`config.mk`:
```
export PLATFORM = sky130hd
export DESIGN_NAME = tag_guard_unit
export DESIGN_NICKNAME = d
export VERILOG_FILES = /design/src/rtl/tagu_pkg.sv /design/src/rtl/tagu_decode.sv /design/src/rtl/tagu_lane_pick.sv /design/src/rtl/tagu_respond.sv /design/src/rtl/tag_guard_unit.sv
export SDC_FILE = /design/constraint.sdc
export NUM_CORES = 1
export LEC_CHECK = 0
export BUFFER_PORTS_ARGS = -buffer_cell sky130_fd_sc_hd__clkbuf_2
export CAP_MARGIN = 0
export CORE_AREA = 3 3 159 161
export DETAILED_ROUTE_END_ITERATION = 8
export DIE_AREA = 0 0 162 164
export HOLD_SLACK_MARGIN = 0.08
export REMOVE_ABC_BUFFERS = 1
export SLEW_MARGIN = 20
export SYNTH_ARGS = -nofsm -noshare
export SYNTH_HDL_FRONTEND = slang
export SYNTH_HIERARCHICAL = 1
export SYNTH_SLANG_ARGS = --single-unit
```
`constraint.sdc`:
```
create_clock -name clk -period 2.2 [get_ports clk]
set_clock_uncertainty 0.2 [all_clocks]
set_input_delay 0 -clock clk [delete_from_list [all_inputs] [get_ports clk]]
set_output_delay 0 -clock clk [all_outputs]
set_load 0.01 [all_outputs]
```
`src/rtl/tagu_pkg.sv`:
```
package tagu_pkg;

    localparam int TAG_W       = 8;
    localparam int LANES       = 8;
    localparam int LINE_W      = TAG_W * LANES;
    localparam int LANE_IDX_W  = $clog2(LANES);
    localparam int DW_OFS_W    = 3;
    localparam int LINE_OFS_W  = DW_OFS_W + LANE_IDX_W;
    localparam int CAP_OFS_W   = DW_OFS_W + 1;
    localparam int RSP_W       = 64;

    localparam logic [TAG_W-1:0] TAG_UNTAGGED = 8'd252;
    localparam logic [TAG_W-1:0] TAG_CAP_LO   = 8'd254;
    localparam logic [TAG_W-1:0] TAG_CAP_HI   = 8'd255;

    typedef enum logic [2:0] {
        OP_TAG_LOAD   = 3'd0,
        OP_TAG_STORE  = 3'd1,
        OP_TAG_STORE8 = 3'd2,
        OP_CAP_LOAD   = 3'd3,
        OP_CAP_STORE  = 3'd4
    } op_e;

    typedef enum logic [2:0] {
        CS_NONE   = 3'd0,
        CS_ALIGN  = 3'd1,
        CS_PRIV   = 3'd2,
        CS_CAPTAG = 3'd3,
        CS_BADOP  = 3'd4
    } cause_e;

    typedef struct packed {
        logic                  valid;
        op_e                   op;
        logic [LANE_IDX_W-1:0] lane;
        cause_e                cause;
    } stage_s;

    // Values at or above the untagged marker may only be written by machine mode
    function automatic logic tag_needs_mmode(input logic [TAG_W-1:0] t);
        return t >= TAG_UNTAGGED;
    endfunction

    // Capability pair always starts on the even lane
    function automatic logic [LANE_IDX_W-1:0] pair_base(input logic [LANE_IDX_W-1:0] l);
        return {l[LANE_IDX_W-1:1], 1'b0};
    endfunction

endpackage

```
`src/rtl/tagu_decode.sv`:
```
module tagu_decode
    import tagu_pkg::*;
#(
    parameter int ADDR_W = 48
) (
    input  logic                  in_valid,
    input  logic [2:0]            in_op,
    input  logic [ADDR_W-1:0]     in_addr,
    input  logic [TAG_W-1:0]      in_tag,
    input  logic [LINE_W-1:0]     in_tags,
    input  logic                  in_mmode,
    output cause_e                cause,
    output logic [LANE_IDX_W-1:0] lane,
    output logic                  rd_en,
    output logic [LANES-1:0]      wr_en,
    output logic [LINE_W-1:0]     wr_data
);

    logic [LANES-1:0]  lane_priv;
    logic [LINE_W-1:0] cap_pattern;
    logic              line_misaligned;
    logic              cap_misaligned;
    logic              ld_out_of_mmode;

    for (genvar g = 0; g < LANES; g++) begin : g_lane
        assign lane_priv[g] = tag_needs_mmode(in_tags[g*TAG_W +: TAG_W]);
        if (g % 2 == 0) begin : g_even
            assign cap_pattern[g*TAG_W +: TAG_W] = TAG_CAP_LO;
        end else begin : g_odd
            assign cap_pattern[g*TAG_W +: TAG_W] = TAG_CAP_HI;
        end
    end

    assign lane            = in_addr[LINE_OFS_W-1:DW_OFS_W];
    assign line_misaligned = |in_addr[LINE_OFS_W-1:0];
    assign cap_misaligned  = |in_addr[CAP_OFS_W-1:0];
    assign ld_out_of_mmode = !in_mmode;

    always_comb begin
        cause   = CS_NONE;
        rd_en   = 1'b0;
        wr_en   = '0;
        wr_data = '0;
        if (in_valid) begin
            case (in_op)
                OP_TAG_LOAD: begin
                    rd_en = 1'b1;
                end
                OP_TAG_STORE: begin
                    if (ld_out_of_mmode && tag_needs_mmode(in_tag)) begin
                        cause = CS_PRIV;
                    end else begin
                        wr_en   = LANES'(1) << lane;
                        wr_data = {LANES{in_tag}};
                    end
                end
                OP_TAG_STORE8: begin
                    if (line_misaligned) begin
                        cause = CS_ALIGN;
                    end else if (ld_out_of_mmode && (|lane_priv)) begin
                        cause = CS_PRIV;
                    end else begin
                        wr_en   = '1;
                        wr_data = in_tags;
                    end
                end
                OP_CAP_LOAD: begin
                    if (cap_misaligned) begin
                        cause = CS_ALIGN;
                    end else begin
                        rd_en = 1'b1;
                    end
                end
                OP_CAP_STORE: begin
                    if (cap_misaligned) begin
                        cause = CS_ALIGN;
                    end else begin
                        wr_en   = LANES'(2'b11) << pair_base(lane);
                        wr_data = cap_pattern;
                    end
                end
                default: begin
                    cause = CS_BADOP;
                end
            endcase
        end
    end

endmodule

```
`src/rtl/tagu_lane_pick.sv`:
```
module tagu_lane_pick
    import tagu_pkg::*;
(
    input  logic [LINE_W-1:0]     line,
    input  logic [LANE_IDX_W-1:0] lane,
    output logic [TAG_W-1:0]      sel_tag,
    output logic                  cap_pair_ok
);

    logic [TAG_W-1:0] lane_tags [LANES];
    logic [LANE_IDX_W-1:0] lo_idx;
    logic [LANE_IDX_W-1:0] hi_idx;

    for (genvar g = 0; g < LANES; g++) begin : g_split
        assign lane_tags[g] = line[g*TAG_W +: TAG_W];
    end

    assign lo_idx      = pair_base(lane);
    assign hi_idx      = lo_idx | LANE_IDX_W'(1);
    assign sel_tag     = lane_tags[lane];
    assign cap_pair_ok = (lane_tags[lo_idx] == TAG_CAP_LO) &&
                         (lane_tags[hi_idx] == TAG_CAP_HI);

endmodule

```
`src/rtl/tagu_respond.sv`:
```
module tagu_respond
    import tagu_pkg::*;
(
    input  stage_s            st,
    input  logic [LINE_W-1:0] rdata,
    output logic              rsp_valid,
    output logic              rsp_exc,
    output logic [2:0]        rsp_cause,
    output logic [RSP_W-1:0]  rsp_data
);

    logic [TAG_W-1:0] sel_tag;
    logic             pair_ok;
    cause_e           final_cause;

    tagu_lane_pick u_pick (
        .line        (rdata),
        .lane        (st.lane),
        .sel_tag     (sel_tag),
        .cap_pair_ok (pair_ok)
    );

    always_comb begin
        final_cause = st.cause;
        if (st.cause == CS_NONE && st.op == OP_CAP_LOAD && !pair_ok) begin
            final_cause = CS_CAPTAG;
        end
    end

    always_comb begin
        rsp_valid = st.valid;
        rsp_exc   = st.valid && (final_cause != CS_NONE);
        rsp_cause = st.valid ? final_cause : CS_NONE;
        rsp_data  = '0;
        if (st.valid && final_cause == CS_NONE && st.op == OP_TAG_LOAD) begin
            rsp_data = RSP_W'(sel_tag);
        end
    end

endmodule

```
`src/rtl/tag_guard_unit.sv`:
```
module tag_guard_unit
    import tagu_pkg::*;
#(
    parameter int ADDR_W = 48,
    localparam int IDX_W = ADDR_W - LINE_OFS_W
) (
    input  logic              clk,
    input  logic              rst,
    input  logic              req_valid,
    input  logic [2:0]        req_op,
    input  logic [ADDR_W-1:0] req_addr,
    input  logic [TAG_W-1:0]  req_tag,
    input  logic [LINE_W-1:0] req_tags,
    input  logic              req_mmode,
    output logic              tm_re,
    output logic [IDX_W-1:0]  tm_ridx,
    input  logic [LINE_W-1:0] tm_rdata,
    output logic [LANES-1:0]  tm_we,
    output logic [IDX_W-1:0]  tm_widx,
    output logic [LINE_W-1:0] tm_wdata,
    output logic              rsp_valid,
    output logic              rsp_exc,
    output logic [2:0]        rsp_cause,
    output logic [RSP_W-1:0]  rsp_data
);

    cause_e                dec_cause;
    logic [LANE_IDX_W-1:0] dec_lane;
    stage_s                st_q;

    tagu_decode #(.ADDR_W(ADDR_W)) u_dec (
        .in_valid (req_valid),
        .in_op    (req_op),
        .in_addr  (req_addr),
        .in_tag   (req_tag),
        .in_tags  (req_tags),
        .in_mmode (req_mmode),
        .cause    (dec_cause),
        .lane     (dec_lane),
        .rd_en    (tm_re),
        .wr_en    (tm_we),
        .wr_data  (tm_wdata)
    );

    assign tm_ridx = req_addr[ADDR_W-1:LINE_OFS_W];
    assign tm_widx = req_addr[ADDR_W-1:LINE_OFS_W];

    always_ff @(posedge clk) begin
        if (rst) begin
            st_q <= '0;
        end else begin
            st_q.valid <= req_valid;
            st_q.op    <= op_e'(req_op);
            st_q.lane  <= dec_lane;
            st_q.cause <= dec_cause;
        end
    end

    tagu_respond u_rsp (
        .st        (st_q),
        .rdata     (tm_rdata),
        .rsp_valid (rsp_valid),
        .rsp_exc   (rsp_exc),
        .rsp_cause (rsp_cause),
        .rsp_data  (rsp_data)
    );

endmodule

```
-- Word level (Yosys, flattened, before mapping)
Cells that the tools add are included.
- bits in registers: 10
- RAM bits: 0
- input bits: 191
- memories: 0
- word-level logic and storage cells: 81
- latch bits: 0
- memory bits (read-only): 0
- equality and inequality tests: 7
- muxes and demuxes: 32
- shift operators: 2
- bitwise gates (word level): 4
- multiply operators: 0
- magnitude comparators: 12
- div/mod/pow operators: 0
- reductions and logical operators: 20
- $add $sub $neg: 0
- operators by type and width (kind ; count):
    $mux 64 ; 5
    $pmux 64 s3 ; 1
    $mux 8 ; 12
    $bmux 8 s3 ; 3
    $ge 8x8->1 const B ; 9
    $pmux 8 s3 ; 1
    $eq 8x8->1 const B ; 2
    $ge 4x4->1 const B ; 3
    $logic_not 3->1 ; 4
    $not 3->4 ; 3
    $pmux 3 s4 ; 1
    $eq 3x2->1 const B ; 3
    $mux 3 ; 3
    $logic_and 1x1->1 ; 8
    $reduce_or 8->1 ; 1
    $shl 1x3->8 const A ; 1
    $shl 2x3->8 const A ; 1
    $reduce_or 6->1 ; 1
    $mux 2 ; 2
    $reduce_or 2->1 ; 2
    $reduce_or 4->1 ; 1
    $eq 3x1->1 const B ; 1
    $eq 3x3->1 const B ; 1
    $mux 1 ; 3
    other kinds (4) ; 5

-- Longest topological paths before layout
- depth after elaboration: 13
- gate-level depth with buffers: 8
- gate-level depth less buffers: 6

-- Cells and area by module
The synthesis kept the hierarchy.
- by module, submodules not included (module ; sequential area each (sq um) ; area an instance (sq um) ; instances ; cells an instance):
    tagu_decode ; 0.0 ; 1109.8 ; 1 ; 168
    tag_guard_unit ; 200.2 ; 893.4 ; 1 ; 104
    tagu_lane_pick ; 0.0 ; 723.2 ; 1 ; 55
    tagu_respond ; 0.0 ; 635.6 ; 1 ; 87

-- Worst setup path before layout
OpenSTA, ideal clock, no wires.
- path type: input-to-output
- from: input req_addr[1]
- to: output tm_wdata[10]
- required time: 2.000 ns
- setup slack: 0.313 ns
- buffers on the path: 2
- stages on the path: 7
- arrival: 1.687 ns
- path through: or4_4 -> or4_1 -> nor2_1 -> o21a_1 -> buf_6 -> buf_8 -> a21o_1
- word-level cells in the longest chain between the ends: 4
- elaborated cells between the ends (all ways): 6
- those cells by class: mux (4); reduce/logical (2)
- RTL lines (element ; line ; RTL):
    from (decl) ; tag_guard_unit.sv:11 ; input logic [ADDR_W-1:0] req_addr,
    $reduce_or 6->1 / $reduce_or 4->1 (equally long branches) ; tagu_decode.sv:35, tagu_decode.sv:36 ;
    $mux 64 (on tied branches) ; tagu_decode.sv:58, tagu_decode.sv:75 ;
    $pmux 64 s3 * ; tagu_decode.sv:45 ; case (in_op)
    $mux 64 * ; tagu_decode.sv:44 ; if (in_valid) begin
    to (decl) ; tag_guard_unit.sv:20 ; output logic [LINE_W-1:0] tm_wdata,
Every way passes the cells marked *; elsewhere a longest branch is shown, timed or not.

-- Worst setup path after layout
- from: input req_addr[1]
- to: output tm_we[6]
- word-level cells in the longest chain between the ends: 4
- elaborated cells between the ends (all ways): 6
- those cells by class: mux (4); reduce/logical (2)
- RTL lines (element ; line ; RTL):
    $reduce_or 6->1 / $reduce_or 4->1 (equally long branches) ; tagu_decode.sv:35, tagu_decode.sv:36 ;
    $mux 8 (on tied branches) ; tagu_decode.sv:58, tagu_decode.sv:75 ;
    $pmux 8 s3 * ; tagu_decode.sv:45 ;
    $mux 8 * ; tagu_decode.sv:44 ;
    to (decl) ; tag_guard_unit.sv:18 ; output logic [LANES-1:0] tm_we,
Marks and branches as above.

==> out/qor.csv <==
metric,value,unit
die_w,162,um
total_power,1.20,mW
worst_slew_pin_slew,0.662,ns
synth_cell_types,49,
leakage,2.83,nW
n_fill_cell,2775,
startpoint_type,input pin,
cts_max_level,1,
grt_pass1_wl,24.6,mm
syn_area,0.00336,mm^2
worstHoldStart,req_tags[48],
via_count,3825,
die_area,0.0266,mm^2
layout_commonest_cell,clkbuf_2,
worstPathRequired,2.00,ns
cts_tree,done,
synth_cells,414,
rsz0062_at_grt,false,
holdPathEnd,tm_wdata[48],
synthFlopType,dfxtp_1,
ff_latch_area,201,um^2
gp_congestion,0.815,
area_delta_synth_final,42.1,%
p_sw_share,40.0,%
postSynthAreaPerCell,8.12,um^2
clk_path_buf_depth,2,
post_drt_wl_per_cell,20.1,um
die_h,164,um
grt_usage,12.6,%
startpoint,req_addr[1],
final_antenna_net_count,0,
initial_core_util,13.9,%
dp_hpwl,15.9,mm
root_buffer,clkbuf_16,
drtIter0Drc,178,
layout-drive-gt1-share,46.3,%
finalCritPeriodShare,96.2,%
io_buffers,234,
setup_tns,0,ns
min_path_type,in2out,
largestRegisters,st_q x10,
ios,417,
grt_overflow_total,0,
drc_errors,0,
largest_register,st_q,
hold_viol_final,0,
clock-sinks,10,
largest_reg_flops,10,
seqPwrFrac,16.8,%
synth-seq-cells,10,
fin_crit,2.12,ns
diodes,0,
firstDrtPassIters,4,
ys_warn_count,6,
criticalPathCategory,in2out,
p_clk_share,26.0,%
finalSetupViolations,0,
antenna_found_initial,4,
status,"finished, final reports clean",
path_max_fanout,8,
rows,57,
power_density,250,mW/mm^2
switching_power,479,uW
max-cap-violations,0,
grt_start_max_net_pins,55,
grt_pass1_vias,3611,
ys_seq_area_share,5.95,%
synthArstFlopShare,0,%
vias_per_cell,4.04,
final_cell_mix,"clkbuf_2 (234), a21o_1 (64), conb_1 (56)",
postRouteWirelength,19.0,mm
max-vdd-ir-drop,0.256,mV
cts_made_buffers,3,
multi_input_area,0.00210,mm^2
arrival,1.92,ns
end_kind,primary output,
fmax,473,MHz
min_path_cells,3,
relSlewSlack,55.8,%
core,0.0241,mm^2
num-nets-final,815,
synth-edff-count,0,
final-max-slew-violation-count,0,
p_comb_share,57.2,%
internal_power,717,uW
==> power by group through the flow <==
stage | Clock (mW) | Combinational [mW] | Sequential, mW
finish | 0.311 | 0.684 | 0.201
global route | 0.325 | 0.726 | 0.202
CTS | 0.318 | 0.663 | 0.200
detailed placement | 0 | 0.485 | 0.202
global placement | 0 | 0.482 | 0.202
floorplan | 0 | 0.206 | 0.208
==> cell families (layout without fill, tap and decap cells) <==
group	after synthesis	after routing	share of synthesized area (%)
AND/OR/NAND/NOR	106	106	18.7
AO/OA/AOI/OAI	101	101	21.1
XOR/XNOR	1	1	0.261
other	1	56	0.112
flip-flops	10	10	5.95
buffers and inverters	170	323	38.3
multiplexers	25	25	15.5
==> repair_timing <==
action,4_1_cts,5_1_grt
setup buffers,0,0
cloned,0,3
endpoints found under the setup margin,4,15
hold endpoints to repair,94,0
hold buffers,52,0
gates resized for setup,1,3
pin swaps,3,0
==> how the worst max path moves through the flow <==
| stage | end | depth (start not counted) |
|---|---|---|
| global route | tm_wdata[56] | 8 |
| finish | tm_we[6] | 6 |
| global placement | tm_wdata[34] | 8 |
| floorplan | tm_wdata[0] | 5 |
| detailed placement | tm_wdata[34] | 8 |
| CTS | tm_wdata[34] | 8 |
==> critical path: stages <==
cell	delay [ns]
clkbuf_2	0.09
or4_4	0.53
or4_1	0.54
o21bai_1	0.34
a21oi_1	0.25
clkbuf_2	0.16
==> final cells by class <==
type	count	area share, %
flip-flops and latches	10	4.22
well taps	324	8.49
repair buffers	311	41.0
multi-input cells	289	44.1
clock buffers	3	1.57
inverters	9	0.707
==> cell usage after synthesis, types with 4 or more instances <==
cell type    n  share of area, %
nor2_1       7              0.78
dfxtp_1     10               6.0
nor3_1       4              0.60
nand3_1      5              0.74
nor2b_1     12               2.2
o31ai_1      4              0.89
o22ai_1      4              0.74
inv_1        9               1.0
nor3_2       8               2.4
mux2_2       8               2.7
mux4_1      16                13
a21o_1      64                14
buf_4      144                32
nand4_1     20               3.7
a21oi_1     17               2.5
nand2_1     28               3.1
buf_8        6               2.7
==> metal layers <==
| layer | part of all wire [%] | vias up | global-route usage (%) |
|---|---|---|---|
| met5 | 0.16 | - | 0 |
| met4 | 1.1 | 6 | 0.892 |
| met3 | 15 | 25 | 7.41 |
| met2 | 43 | 292 | 19.2 |
| met1 | 40 | 1786 | 16.1 |
| li1 | - | 1716 | - |
==> through the flow <==
step / worst slack, ns / cell area, um^2 / utilization [%] / hold WS [ns] / instances
finish: 0.0838 / 4780 / 19.8 / 0.0869 / 946
global route: 0.0162 / 4780 / 19.8 / 0.0990 / 946
CTS: 0.0667 / 4680 / 19.4 / 0.0899 / 943
detailed placement: -0.0418 / 4080 / 16.9 / -0.200 / 888
global placement: -0.0540 / 4080 / 16.9 / -0.200 / 888
floorplan: -0.524 / 2310 / - / -0.200 / 308
No activity file was read; power rests on OpenSTA's default activity.
